### src/rtl/devsel_claim_pkg.sv
`timescale 1ns/1ps
package devsel_claim_pkg;

  typedef enum logic [2:0] {
    ST_IDLE,
    ST_WAIT,
    ST_DATA,
    ST_DISC,
    ST_ABORT,
    ST_TURN
  } claimState_t;

  typedef struct packed {
    logic loadAddr;
    logic advance;
    logic decDelay;
  } dpStrobe_t;

  localparam logic [3:0] CMD_MEM_RD = 4'b0110;
  localparam logic [3:0] CMD_MEM_WR = 4'b0111;
  localparam logic [3:0] CMD_CFG_RD = 4'b1010;
  localparam logic [3:0] CMD_CFG_WR = 4'b1011;

  localparam logic [1:0] TIM_FAST = 2'b00;
  localparam logic [1:0] TIM_MED  = 2'b01;
  localparam logic [1:0] TIM_SLOW = 2'b10;

endpackage

### src/rtl/devsel_claim_dp.sv
`timescale 1ns/1ps
module devsel_claim_dp
  import devsel_claim_pkg::*;
#(
  parameter int unsigned ADDR_W    = 32,
  parameter logic [31:0] BASE_ADDR = 32'h4000_0000,
  parameter int unsigned WIN_BITS  = 12
) (
  input  logic              clk,
  input  logic              rstN,
  input  logic [ADDR_W-1:0] adBus,
  input  logic [3:0]        cbeN,
  input  logic              idsel,
  input  logic [1:0]        timingSel,
  input  dpStrobe_t         strobe,
  output logic              memHit,
  output logic              cfgHit,
  output logic [1:0]        waitCycles,
  output logic              delayDone,
  output logic              atBoundary,
  output logic [1:0]        statusTiming
);

  localparam int unsigned IDX_W = WIN_BITS - 2;
  localparam logic [IDX_W-1:0] IDX_LAST = '1;
  localparam logic [IDX_W-1:0] IDX_ONE  = IDX_W'(1);

  logic [IDX_W-1:0] idxQ;
  logic             cfgQ;
  logic [1:0]       delayQ;

  // Address-phase decode, valid only while the control samples an address phase
  always_comb begin
    memHit = ((cbeN == CMD_MEM_RD) || (cbeN == CMD_MEM_WR)) &&
             (adBus[ADDR_W-1:WIN_BITS] == BASE_ADDR[ADDR_W-1:WIN_BITS]);
    cfgHit = ((cbeN == CMD_CFG_RD) || (cbeN == CMD_CFG_WR)) &&
             idsel && (adBus[1:0] == 2'b00);
  end

  // Extra clocks to wait after the address edge before DEVSEL
  always_comb begin
    unique case (timingSel)
      TIM_FAST: waitCycles = 2'd0;
      TIM_MED:  waitCycles = 2'd1;
      default:  waitCycles = 2'd2;
    endcase
    statusTiming = (timingSel == 2'b11) ? TIM_SLOW : timingSel;
  end

  always_ff @(posedge clk) begin
    if (!rstN) begin
      idxQ   <= '0;
      cfgQ   <= 1'b0;
      delayQ <= 2'd0;
    end else begin
      if (strobe.loadAddr) begin
        idxQ   <= adBus[WIN_BITS-1:2];
        cfgQ   <= cfgHit && !memHit;
        delayQ <= waitCycles;
      end else begin
        if (strobe.advance)  idxQ   <= idxQ + IDX_ONE;
        if (strobe.decDelay) delayQ <= delayQ - 2'd1;
      end
    end
  end

  assign delayDone  = (delayQ == 2'd1);
  assign atBoundary = cfgQ || (idxQ == IDX_LAST);

  p_delay_range_r4: assert property (@(posedge clk) disable iff (!rstN)
    delayQ <= 2'd2);

  p_burst_step_r8: assert property (@(posedge clk) disable iff (!rstN)
    (strobe.advance && !strobe.loadAddr) |=> (idxQ == $past(idxQ) + IDX_ONE));

endmodule

### src/rtl/devsel_claim_ctrl.sv
`timescale 1ns/1ps
module devsel_claim_ctrl
  import devsel_claim_pkg::*;
(
  input  logic       clk,
  input  logic       rstN,
  input  logic       frameN,
  input  logic       irdyN,
  input  logic       dataReady,
  input  logic       abortReq,
  input  logic       memHit,
  input  logic       cfgHit,
  input  logic [1:0] waitCycles,
  input  logic       delayDone,
  input  logic       atBoundary,
  output dpStrobe_t  strobe,
  output logic       devselN,
  output logic       trdyN,
  output logic       stopN
);

  claimState_t stateQ, stateNxt;
  logic prevIdleQ;
  logic devselNxt, trdyNxt, stopNxt;
  logic addrPhase, xfer;

  assign addrPhase = (stateQ == ST_IDLE) && !frameN && prevIdleQ;
  assign xfer      = !trdyN && !irdyN;

  always_comb begin
    stateNxt  = stateQ;
    devselNxt = devselN;
    trdyNxt   = trdyN;
    stopNxt   = stopN;
    strobe    = '0;
    unique case (stateQ)
      ST_IDLE: begin
        if (addrPhase && (memHit || cfgHit)) begin
          strobe.loadAddr = 1'b1;
          if (waitCycles == 2'd0) begin
            devselNxt = 1'b0;
            stateNxt  = ST_DATA;
          end else begin
            stateNxt  = ST_WAIT;
          end
        end
      end
      ST_WAIT: begin
        if (delayDone) begin
          devselNxt = 1'b0;
          stateNxt  = ST_DATA;
        end else begin
          strobe.decDelay = 1'b1;
        end
      end
      ST_DATA: begin
        if (abortReq) begin
          devselNxt = 1'b1;
          trdyNxt   = 1'b1;
          stopNxt   = 1'b0;
          stateNxt  = ST_ABORT;
        end else if (xfer) begin
          strobe.advance = 1'b1;
          if (frameN) begin
            devselNxt = 1'b1;
            trdyNxt   = 1'b1;
            stateNxt  = ST_TURN;
          end else if (atBoundary) begin
            trdyNxt  = 1'b1;
            stopNxt  = 1'b0;
            stateNxt = ST_DISC;
          end else begin
            trdyNxt = !dataReady;
          end
        end else if (frameN && irdyN) begin
          devselNxt = 1'b1;
          trdyNxt   = 1'b1;
          stateNxt  = ST_TURN;
        end else begin
          trdyNxt = trdyN && !dataReady;
        end
      end
      ST_DISC: begin
        if (frameN) begin
          devselNxt = 1'b1;
          stopNxt   = 1'b1;
          stateNxt  = ST_TURN;
        end
      end
      ST_ABORT: begin
        if (frameN) begin
          stopNxt  = 1'b1;
          stateNxt = ST_TURN;
        end
      end
      default: stateNxt = ST_IDLE;
    endcase
  end

  always_ff @(posedge clk) begin
    if (!rstN) begin
      stateQ    <= ST_IDLE;
      prevIdleQ <= 1'b0;
      devselN   <= 1'b1;
      trdyN     <= 1'b1;
      stopN     <= 1'b1;
    end else begin
      stateQ    <= stateNxt;
      prevIdleQ <= frameN && irdyN;
      devselN   <= devselNxt;
      trdyN     <= trdyNxt;
      stopN     <= stopNxt;
    end
  end

  p_trdy_under_devsel_r6: assert property (@(posedge clk) disable iff (!rstN)
    !trdyN |-> !devselN);

  p_stop_under_devsel_r6: assert property (@(posedge clk) disable iff (!rstN)
    (!stopN && stateQ != ST_ABORT) |-> !devselN);

  p_hold_devsel_r7: assert property (@(posedge clk) disable iff (!rstN)
    (!devselN && !frameN && !abortReq) |=> !devselN);

  p_release_together_r7: assert property (@(posedge clk) disable iff (!rstN)
    $rose(devselN) |-> (trdyN && (stopN || $past(abortReq))));

  p_disconnect_r8: assert property (@(posedge clk) disable iff (!rstN)
    (stateQ == ST_DATA && xfer && !frameN && atBoundary && !abortReq)
      |=> (!stopN && trdyN && !devselN));

  p_abort_r9: assert property (@(posedge clk) disable iff (!rstN)
    (stateQ == ST_DATA && abortReq) |=> (devselN && !stopN));

  p_turnaround_r10: assert property (@(posedge clk) disable iff (!rstN)
    (stateQ == ST_TURN) |=> devselN);

endmodule

### src/rtl/devsel_claim.sv
`timescale 1ns/1ps
module devsel_claim
  import devsel_claim_pkg::*;
#(
  parameter logic [31:0] BASE_ADDR = 32'h4000_0000,
  parameter int unsigned WIN_BITS  = 12
) (
  input  logic        clk,
  input  logic        rstN,
  input  logic        frameN,
  input  logic        irdyN,
  input  logic [31:0] adBus,
  input  logic [3:0]  cbeN,
  input  logic        idsel,
  input  logic [1:0]  timingSel,
  input  logic        dataReady,
  input  logic        abortReq,
  output logic        devselN,
  output logic        trdyN,
  output logic        stopN,
  output logic [1:0]  statusTiming
);

  dpStrobe_t  strobe;
  logic       memHit, cfgHit, delayDone, atBoundary;
  logic [1:0] waitCycles;

  devsel_claim_dp #(
    .ADDR_W   (32),
    .BASE_ADDR(BASE_ADDR),
    .WIN_BITS (WIN_BITS)
  ) u_dp (
    .clk         (clk),
    .rstN        (rstN),
    .adBus       (adBus),
    .cbeN        (cbeN),
    .idsel       (idsel),
    .timingSel   (timingSel),
    .strobe      (strobe),
    .memHit      (memHit),
    .cfgHit      (cfgHit),
    .waitCycles  (waitCycles),
    .delayDone   (delayDone),
    .atBoundary  (atBoundary),
    .statusTiming(statusTiming)
  );

  devsel_claim_ctrl u_ctrl (
    .clk       (clk),
    .rstN      (rstN),
    .frameN    (frameN),
    .irdyN     (irdyN),
    .dataReady (dataReady),
    .abortReq  (abortReq),
    .memHit    (memHit),
    .cfgHit    (cfgHit),
    .waitCycles(waitCycles),
    .delayDone (delayDone),
    .atBoundary(atBoundary),
    .strobe    (strobe),
    .devselN   (devselN),
    .trdyN     (trdyN),
    .stopN     (stopN)
  );

endmodule

### config.mk
export PLATFORM = sky130hd
export DESIGN_NAME = devsel_claim
export DESIGN_NICKNAME = d
export VERILOG_FILES = /design/src/rtl/devsel_claim_pkg.sv /design/src/rtl/devsel_claim_dp.sv /design/src/rtl/devsel_claim_ctrl.sv /design/src/rtl/devsel_claim.sv
export SDC_FILE = /design/constraint.sdc
export NUM_CORES = 1
export LEC_CHECK = 0
export ABC_AREA = 1
export BUFFER_PORTS_ARGS = -buffer_cell sky130_fd_sc_hd__buf_2
export CAP_MARGIN = 0
export CORE_MARGIN = 2
export CORE_UTILIZATION = 51
export CTS_BUF_LIST = sky130_fd_sc_hd__clkbuf_4
export DETAILED_ROUTE_END_ITERATION = 8
export PLACE_DENSITY = 0.81
export SKIP_LAST_GASP = 1
export SLEW_MARGIN = 10
export SYNTH_ARGS = -nofsm -noshare
export SYNTH_HDL_FRONTEND = slang
export SYNTH_SLANG_ARGS = --single-unit
### constraint.sdc
create_clock -name clk -period 1.5 [get_ports clk]
set_input_delay 0.3 -clock clk [delete_from_list [all_inputs] [get_ports clk]]
set_output_delay 0.3 -clock clk [all_outputs]
set_load 0.05 [all_outputs]
==> impl_metrics.py, run 1 <==
metrics = {
    "run_status": {
        "run_status": "complete, no violations",
    },
    "logic_synthesis": {
        "syn_inst": 228,
        "synth_edf_count": 0,
        "yosys_most_used_dff": "dfxtp_1",
        "avgSynthCellArea_um2": 6.27,
        "mappedNetlistArea_um2": 1430,
        "postSynthNetCount": 275,
        "synthDominantAreaCellType": "dfxtp_1",
        "synth_warnings": 0,
        "synth-seq-area-share_pct": 28.0,
        "postSynth.asyncResetShare_pct": 0,
        "synth.top_cell.area_share_pct": 28.0,
        "yosys-top-cells-area": "dfxtp_1, nand2_1, nand3_1, inv_1, nor2_1",
        "synth_top_cells_by_count": "nand2_1, inv_1, nor2_1",
        "synth_most_common_cell": "nand2_1",
        "flop_and_latch_count_out_of_synthesis": 20,
        "synthDistinctLibCells": 33,
    },
    "clock_tree": {
        "worst_skew_pair.late_latency_ps": 310,
        "cts.root.buffer_cell": "clkbuf_4",
        "htree_levels": 1,
        "clk_pin_slew_worst_paths_ps": 120,
        "cts_max_path_buffers": 2,
        "cts_sinks": 20,
        "cts_inserted_buffers": 3,
        "cts_tree": "built",
    },
    "layout": {
        "syn2layout_area_growth_pct": 30.7,
        "multi_input_area_um2": 910,
        "final_core_util_pct": 69.0,
        "num_antenna_cells": 0,
        "layout.area.seq_um2": 405,
        "filler_cells_inserted": 253,
        "nNetsFinal": 337,
        "drive_above_1_share_pct": 31.5,
        "finalInstanceArea_um2": 1870,
    },
    "route": {
        "wire_length_after_detailed_routing_mm": 3.44,
        "drt-wirelength-per-cell_um": 10.7,
        "total_iterations_of_the_first_detailed_routing_run": 4,
        "drc": 0,
        "dr_total_vias": 1641,
        "route.antenna.remaining_nets": 0,
        "detail_route.iter0.violations": 68,
        "vias_per_cell": 5.13,
    },
    "place": {
        "dpl.hpwl_mm": 2.64,
        "port-buffer-count": 48,
        "post_dp_cell_area_um2": 1770,
        "routabilityCongestion": 0.934,
    },
    "floorplan": {
        "die_area_um2": 3240,
        "die-width_um": 57.0,
        "initial_core_util_pct": 52.8,
        "floorplan.io_pins": 50,
        "coreArea_um2": 2710,
        "die_height_um": 57.0,
        "floorplan.rows": 19,
    },
    "power_and_ir_drop": {
        "leakagePower_nw": 0.939,
        "power.density_cell_area_nw_per_um2": 996,
        "ir_drop_mv": 1.09,
    },
    "worst_setup_path": {
        "worstPathCellList": "ha_4, nand2_4, nor2_4, nand4_1, nand2_1, nand2_1, nand2_1, nand2_2, a21oi_2, o21ai_1",
        "worst-setup-path-type": "reg2reg",
        "critPathTopFamily": "simple AND/OR/NAND/NOR gates",
        "critPathBufInv": 0,
        "critPathMaxStageDelay_ps": 380,
        "critPathMostFrequentCell": "nand2_1",
        "endpoint_kind": "register",
        "critPathRequiredTime_ps": 1720,
        "critical-path-slowest-cell": "dfxtp_2",
        "crit_arrival_ps": 1680,
        "start_kind": "register",
        "cp_max_fo": 3,
    },
    "timing": {
        "shortest_period_the_worst_path_allows_ps": 1460,
        "clock_skew_ps": 5.35,
        "timing.max_slew.rel_slack_pct": 72.8,
        "worst_pin_slew_ps": 408,
        "setup_violations": 0,
        "finalHoldViolations": 0,
        "grt_setup_unrepaired": "true",
        "timing_max_transition_violations_final": 0,
        "layout_worst_path_cycle_share_pct": 97.1,
        "highest_clock_frequency_the_design_can_meet_mhz": 686,
    },
    "global_routing": {
        "grt.total_usage_pct": 22.2,
        "globalRouteOverflowTotal": 0,
        "grt_pass1_vias": 1404,
        "grt_pass1_wl_mm": 5.80,
        "initial_antenna_violation_count": 0,
        "grt_start_max_net_pins": 20,
    },
    "hold_path": {
        "holdCritPathClass": "in2reg",
    },
    "run": {
        "cap_violations": 0,
    },
}
-- path summary, 6_finish.rpt --
path / slack [ps] / to / cells past startpoint / start
min: 230 / u_dp.idxQ[8] / 3 / adBus[10]
min reg2reg: 500 / u_ctrl.stopN / 2 / u_ctrl.stopN
max: 40 / u_ctrl.stopN / 10 / u_dp.idxQ[1]
max reg2reg: 40 / u_ctrl.stopN / 10 / u_dp.idxQ[1]
-- final cells by class --
class	count	share of cell area [%]
Clock buffer	3	1.20
Tap cell	31	2.07
Multi-Input combinational cell	169	48.7
Timing Repair Buffer	63	19.5
Clock inverter	1	0.201
Sequential cell	20	21.7
Inverter	33	6.63
-- worst min-delay path, stage by stage --
cell,delay (ps)
buf_2,90
nand2_1,50
a21oi_1,60
-- routing by layer --
layer	global-route usage, %	routed length, um
met2	37.4	1570
met3	3.17	262
met5	0	0
met4	6.98	50
met1	29.5	1550
-- sequential cells by signal, summed over array words and instances, names as in the netlist --
signal            flops
u_ctrl.prevIdleQ      1
u_dp.delayQ           2
u_dp.idxQ            10
u_ctrl.stateQ         3
u_dp.cfgQ             1
u_ctrl.trdyN          1
u_ctrl.devselN        1
u_ctrl.stopN          1
-- cells in the final DEF (no fill, tap or decap), types with 2 or more instances in the layout --
master / instances
nand4_1: 6
o21ai_0: 11
nor2_2: 2
clkbuf_4: 3
nand2_1: 50
nor2_1: 25
a31oi_1: 5
a21oi_1: 10
buf_4: 14
nor2_4: 4
nor3_1: 3
nand2_2: 4
buf_2: 48
o21ai_1: 4
dfxtp_1: 16
xor2_1: 3
nand3_1: 24
nand2_4: 2
o31ai_1: 2
inv_2: 3
inv_1: 30
dfxtp_2: 4
-- power by group --
| part | switching, mW | internal [mW] | leakage, nW | total (mW) |
|---|---|---|---|---|
| sequential | 0.0660 | 0.609 | 0.164 | 0.675 |
| clock | 0.184 | 0.0974 | 0.0154 | 0.282 |
| combinational | 0.547 | 0.358 | 0.760 | 0.905 |
-- timing repair --
item                                    in CTS  in global routing
resized for setup                            0                 15
hold buffers                                 0                  0
buffers inserted                             0                  4
endpoints found under the setup margin       0                 15
-- cells by family after synthesis --
group           count (synthesis)  share of synthesized area, %
buf+inv                        39                          10.9
fa+ha+maj                       2                          1.75
flops                          20                          28.0
compound gates                 38                          15.8
xor+xnor                        4                          2.45
simple gates                  125                          41.0
-- through the flow --
stage | hold slack, ps | cells | setup TNS, ps | power, mW | setup WS (ps)
2_1_floorplan | 441 | 228 | 0 | 1.29 | 26.3
3_3_place_gp | 463 | 312 | 0 | 1.52 | 5.05
3_5_place_dp | 468 | 312 | -69.4 | 1.53 | -24.9
4_1_cts | 226 | 316 | 0 | 1.82 | 3.20
5_1_grt | 229 | 320 | -473 | 2.02 | -104
6_report | 228 | 320 | 0 | 1.86 | 43.1
Power figures use the tool's default switching activity.
==> run 2: changes to the inputs <==
- SETUP_SLACK_MARGIN: default -> 0.05
==> run 2 against run 1 <==
  * Register-to-register slack lost 30 ps
  * Final cell count grew 0.94%
  * Power down 1.3%
  * Critical path type unchanged
  * Critical endpoint is now u_dp.idxQ[8]
  * Largest cell class unchanged
==> impl_metrics.py, run 2 (synthesis gave the netlist of run 1 again) <==
metrics = {
    "run_status": {
        "run_status": "complete, no violations",
    },
    "worst_setup_path": {
        "crit_arrival_ps": 1690,
        "endpoint_kind": "register",
        "worst-setup-path-type": "reg2reg",
        "critPathRequiredTime_ps": 1700,
        "cp_max_fo": 3,
        "start_kind": "register",
    },
    "layout": {
        "final_core_util_pct": 69.8,
        "multi_input_area_um2": 917,
        "nNetsFinal": 340,
        "num_antenna_cells": 0,
        "syn2layout_area_growth_pct": 32.3,
        "largest-register": "u_dp.idxQ",
        "layout.area.seq_um2": 405,
        "finalInstanceArea_um2": 1890,
        "mostFrequentLayoutCells": "nand2_1, buf_2, inv_1, nor2_1, nand3_1",
        "filler_cells_inserted": 242,
        "drive_above_1_share_pct": 32.5,
        "largest_register_ffs": 10,
        "mostFrequentLayoutCell": "nand2_1",
        "layoutNonFillerInstCount": 323,
        "largestRegisters": "u_dp.idxQ: 10 flops, u_ctrl.stateQ: 3 flops, u_dp.delayQ: 2 flops",
    },
    "floorplan": {
        "floorplan.rows": 19,
        "die_height_um": 57.0,
        "die_area_um2": 3240,
        "coreArea_um2": 2710,
        "die-width_um": 57.0,
        "initial_core_util_pct": 52.8,
        "floorplan.io_pins": 50,
    },
    "clock_tree": {
        "worst_skew_pair.late_latency_ps": 300,
        "cts_max_path_buffers": 2,
        "clk_pin_slew_worst_paths_ps": 130,
        "cts-hold-fix-buffers": 0,
        "cts_tree": "built",
        "cts_sinks": 20,
        "htree_levels": 1,
        "cts.root.buffer_cell": "clkbuf_4",
        "cts_inserted_buffers": 3,
    },
    "place": {
        "dpl.hpwl_mm": 2.56,
        "placed_cells_incl_taps": 312,
        "dp_slack_ps": -10.5,
        "routabilityCongestion": 0.931,
        "post_dp_cell_area_um2": 1770,
        "port-buffer-count": 48,
    },
    "route": {
        "total_iterations_of_the_first_detailed_routing_run": 4,
        "drc": 0,
        "detail_route.iter0.violations": 73,
        "wire_length_after_detailed_routing_mm": 3.54,
        "route.antenna.remaining_nets": 0,
        "dr_total_vias": 1656,
        "vias_per_cell": 5.13,
        "drt-wirelength-per-cell_um": 10.9,
    },
    "power_and_ir_drop": {
        "comb_power_share_pct": 48.6,
        "p_int_mw": 1.05,
        "part_of_the_power_in_the_clock_network_pct": 15.0,
        "totalPowerFinal_mw": 1.84,
        "power.density_cell_area_nw_per_um2": 971,
        "switching_power_mw": 0.784,
        "seq_power_share_pct": 36.5,
        "leakagePower_nw": 0.945,
        "ir_drop_mv": 1.18,
        "switching_share_pct": 42.7,
    },
    "timing": {
        "timing_max_transition_violations_final": 0,
        "setup_ws_ps": 8.53,
        "timing.max_slew.rel_slack_pct": 74.3,
        "grt_setup_unrepaired": "true",
        "hold_slack_ps": 244,
        "layout_worst_path_cycle_share_pct": 99.4,
        "finalHoldViolations": 0,
        "worst_pin_slew_ps": 386,
        "setup_violations": 0,
        "shortest_period_the_worst_path_allows_ps": 1490,
        "highest_clock_frequency_the_design_can_meet_mhz": 670,
        "final.setup.tns_ps": 0,
        "clock_skew_ps": 11.1,
    },
    "run": {
        "cap_violations": 0,
    },
    "global_routing": {
        "grt_pass1_vias": 1375,
        "globalRouteOverflowTotal": 0,
        "grt_start_max_net_pins": 20,
        "grt_pass1_wl_mm": 5.51,
        "grt.total_usage_pct": 20.5,
        "initial_antenna_violation_count": 0,
    },
    "hold_path": {
        "holdCritPathClass": "in2reg",
    },
}
-- run 2: power by group through the flow --
stage | registers, mW | logic (mW) | clock network, mW
after floorplan | 0.734 | 0.558 | 0
after global placement | 0.672 | 0.846 | 0
after detailed placement | 0.674 | 0.857 | 0
after CTS | 0.662 | 0.862 | 0.279
after global routing | 0.678 | 1.01 | 0.290
final | 0.670 | 0.892 | 0.275
-- run 2: layer usage --
metal | part of all wire (%) | vias up | GRT usage, %
li1 | - | 881 | -
met1 | 48 | 722 | 28.6
met2 | 44 | 51 | 32.7
met3 | 7.2 | 2 | 2.95
met4 | 0.71 | 0 | 6.98
met5 | 0 | - | 0
-- run 2: timing repair --
action                                  in CTS  in global routing
resized for setup                            1                 13
cloned                                       0                  1
endpoints found under the setup margin       4                 15
pin swaps                                    0                  9
buffers inserted                             0                  6
-- run 2: cell type report --
class	count	area share (%)
sequential	20	21.4
clock inverter	1	0.198
inverter	33	6.55
tap	31	2.05
clock buffer	3	1.19
timing repair buffer	65	20.1
multi-input combinational	170	48.5
-- run 2: path summary, 6_finish.rpt --
kind	startpoint	end	slack (ps)	cells past startpoint
setup reg to reg	u_dp.idxQ[1]	u_dp.idxQ[8]	9	8
hold reg to reg	u_ctrl.stopN	u_ctrl.stopN	500	2
hold / removal	adBus[5]	u_dp.idxQ[3]	240	3
setup / recovery	u_dp.idxQ[1]	u_dp.idxQ[8]	9	8
-- run 2: critical path, stage by stage, from the launching register on --
cell and delay [ps]:
dfxtp_2 370, ha_4 150, nand2_4 60, nor2_4 130, buf_4 120, buf_4 100, nand3_1 90, o31ai_1 260
a21oi_1 110
==> run 3: changes to the inputs <==
- CELL_PAD_IN_SITES_DETAIL_PLACEMENT: default -> 0
- CELL_PAD_IN_SITES_GLOBAL_PLACEMENT: default -> 1
- CORE_UTILIZATION: 51 -> 34
- PLACE_DENSITY: 0.81 -> default
- PLACE_DENSITY_LB_ADDON: default -> 0.1
==> run 3 against run 2 <==
  * Core utilization shrank 22 points
  * Sequential power grew 2%
  * Clock power shrank 1%
  * Maximum frequency grew 3.9%
  * Non-clock buffer count grew 2
  * Worst setup slack gained 56 ps
  * Design area grew 2.5%
  * Worst hold slack gained 3.8 ps
  * Global-route usage shrank 3.5 points
  * First-iteration DRC count shrank 47%
  * Critical path type unchanged
  * Largest power group unchanged
==> impl_metrics.py, run 3 (synthesis gave the netlist of run 1 again) <==
metrics = {
    "worst_setup_path": {
        "worst_setup_path_startpoint": "u_dp.idxQ[0]",
        "critPathMostFrequentCell": "nand2_1",
        "crit_arrival_ps": 1680,
        "worst_r2r_path_depth": 11,
        "critPathRequiredTime_ps": 1750,
        "critical_path_depth": 11,
        "start_kind": "register",
        "rr_startpoint": "u_dp.idxQ[0]",
        "cp_max_fo": 4,
        "critical-path-slowest-cell": "dfxtp_4",
        "critPathBufInv": 2,
        "critPathTopFamily": "simple AND/OR/NAND/NOR gates",
        "endpoint_kind": "register",
        "worst-setup-path-type": "reg2reg",
        "worstPathCellList": "ha_4, nand2_4, nor2_4, nand4_1, nand3_1, nand2_1, inv_2, nand3_2, nand2_1, inv_1, nor2_1",
        "critPathMaxStageDelay_ps": 390,
    },
    "timing": {
        "timing_max_transition_violations_final": 0,
        "clock_skew_ps": 5.37,
        "worst_pin_slew_ps": 406,
        "setup_violations": 0,
        "hold_slack_ps": 248,
        "highest_clock_frequency_the_design_can_meet_mhz": 697,
        "timing.max_slew.rel_slack_pct": 72.9,
        "grt_setup_unrepaired": "true",
        "finalHoldViolations": 0,
        "final.setup.tns_ps": 0,
        "shortest_period_the_worst_path_allows_ps": 1440,
        "layout_worst_path_cycle_share_pct": 95.7,
    },
    "clock_tree": {
        "cts-hold-fix-buffers": 0,
        "clk_pin_slew_worst_paths_ps": 120,
        "cts_sinks": 20,
        "cts_inserted_buffers": 3,
        "cts.root.buffer_cell": "clkbuf_4",
        "cts_tree": "built",
        "worst_skew_pair.late_latency_ps": 300,
        "cts_max_path_buffers": 2,
        "htree_levels": 1,
    },
    "layout": {
        "filler_cells_inserted": 461,
        "num_antenna_cells": 0,
        "mostFrequentLayoutCells": "nand2_1, buf_2, inv_1, nor2_1, nand3_1",
        "drive_above_1_share_pct": 32.4,
        "syn2layout_area_growth_pct": 35.6,
        "largest_register_ffs": 10,
        "nNetsFinal": 341,
        "largest-register": "u_dp.idxQ",
        "largestRegisters": "u_dp.idxQ: 10 flops, u_ctrl.stateQ: 3 flops, u_dp.delayQ: 2 flops",
        "mostFrequentLayoutCell": "nand2_1",
    },
    "run_status": {
        "run_status": "complete, no violations",
    },
    "power_and_ir_drop": {
        "comb_power_share_pct": 48.5,
        "ir_drop_mv": 0.613,
        "part_of_the_power_in_the_clock_network_pct": 14.6,
        "switching_share_pct": 42.3,
        "p_int_mw": 1.07,
        "switching_power_mw": 0.783,
        "power.density_cell_area_nw_per_um2": 955,
        "seq_power_share_pct": 36.8,
        "leakagePower_nw": 0.959,
    },
    "global_routing": {
        "initial_antenna_violation_count": 0,
        "grt_start_max_net_pins": 14,
        "grt_pass1_wl_mm": 6.10,
        "globalRouteOverflowTotal": 0,
        "grt.total_usage_pct": 17.0,
        "grt_pass1_vias": 1494,
    },
    "floorplan": {
        "coreArea_um2": 4030,
        "floorplan.io_pins": 50,
        "floorplan.rows": 23,
        "die_height_um": 68.9,
        "die_area_um2": 4740,
        "initial_core_util_pct": 35.5,
        "die-width_um": 68.9,
    },
    "place": {
        "routabilityCongestion": 0.787,
        "dpl.hpwl_mm": 2.96,
        "port-buffer-count": 48,
    },
    "hold_path": {
        "holdCritPathClass": "in2reg",
        "min_from": "adBus[10]",
        "worst_hold_stages": 3,
    },
    "route": {
        "vias_per_cell": 4.66,
        "drt-wirelength-per-cell_um": 10.9,
        "total_iterations_of_the_first_detailed_routing_run": 4,
        "dr_total_vias": 1599,
        "detail_route.iter0.violations": 39,
        "drc": 0,
        "route.antenna.remaining_nets": 0,
        "wire_length_after_detailed_routing_mm": 3.74,
    },
    "run": {
        "cap_violations": 0,
    },
}
-- run 3: cell count changes in the layout (fill, tap and decap cells not counted), moves of 2 or more --
cell / change
o21ai_1: -2
dfxtp_4: +3
o21ai_0: +2
inv_2: -3
dfxtp_1: -2
inv_4: +2
-- run 3: final cells by class --
| class | instances | area [um2] | area share [%] |
|---|---|---|---|
| Timing Repair Buffer | 67 | 408 | 21.0 |
| Sequential cell | 20 | 415 | 21.4 |
| Clock buffer | 3 | 22.5 | 1.16 |
| Multi-Input combinational cell | 169 | 898 | 46.3 |
| Clock inverter | 1 | 3.75 | 0.194 |
| Inverter | 33 | 129 | 6.65 |
| Tap cell | 50 | 62.6 | 3.23 |
-- run 3: worst paths after layout --
kind | endpoint | slack, ps
setup / recovery | u_ctrl.stateQ[2] | 60
hold reg to reg | u_ctrl.stopN | 480
hold / removal | u_dp.idxQ[8] | 250
setup reg to reg | u_ctrl.stateQ[2] | 60
-- run 3: what timing repair did --
| action | in CTS | in global routing |
|---|---|---|
| setup buffers | 2 | 3 |
| pin swaps | 1 | 10 |
| resized for setup | 1 | 15 |
| setup endpoints to repair | 11 | 18 |
-- run 3: routing by layer --
metal / global-route usage (%) / routed length, um
met1: 20.4 / 1770
met2: 31.6 / 1810
met3: 3.57 / 142
met4: 2.21 / 18
met5: 0 / 0
-- run 3: worst reg2reg max path, stage by stage (launching register included) --
cell	delay [ps]
dfxtp_4	390
ha_4	150
nand2_4	60
nor2_4	130
nand4_1	110
nand3_1	100
nand2_1	60
inv_2	90
nand3_2	90
nand2_1	90
inv_1	40
nor2_1	70
-- run 3: power by group through the flow --
stage	Sequential [mW]	Combinational [mW]	Clock, mW
after floorplan	0.734	0.558	0
after global placement	0.680	0.858	0
after detailed placement	0.682	0.864	0
after CTS	0.671	0.876	0.292
after global routing	0.690	1.02	0.300
final	0.682	0.899	0.271
-- run 3: metrics by stage --
stage	instance area (um2)	power [mW]	std cells	utilization, %	worst slack, ps
2_1_floorplan	1430	1.29	228	-	110
3_3_place_gp	1820	1.54	334	45.2	-32.5
3_5_place_dp	1820	1.55	334	45.2	-41.6
4_1_cts	1870	1.84	340	46.5	47.8
5_1_grt	1940	2.01	343	48.1	-70.3
6_report	1940	1.85	343	48.1	64.9
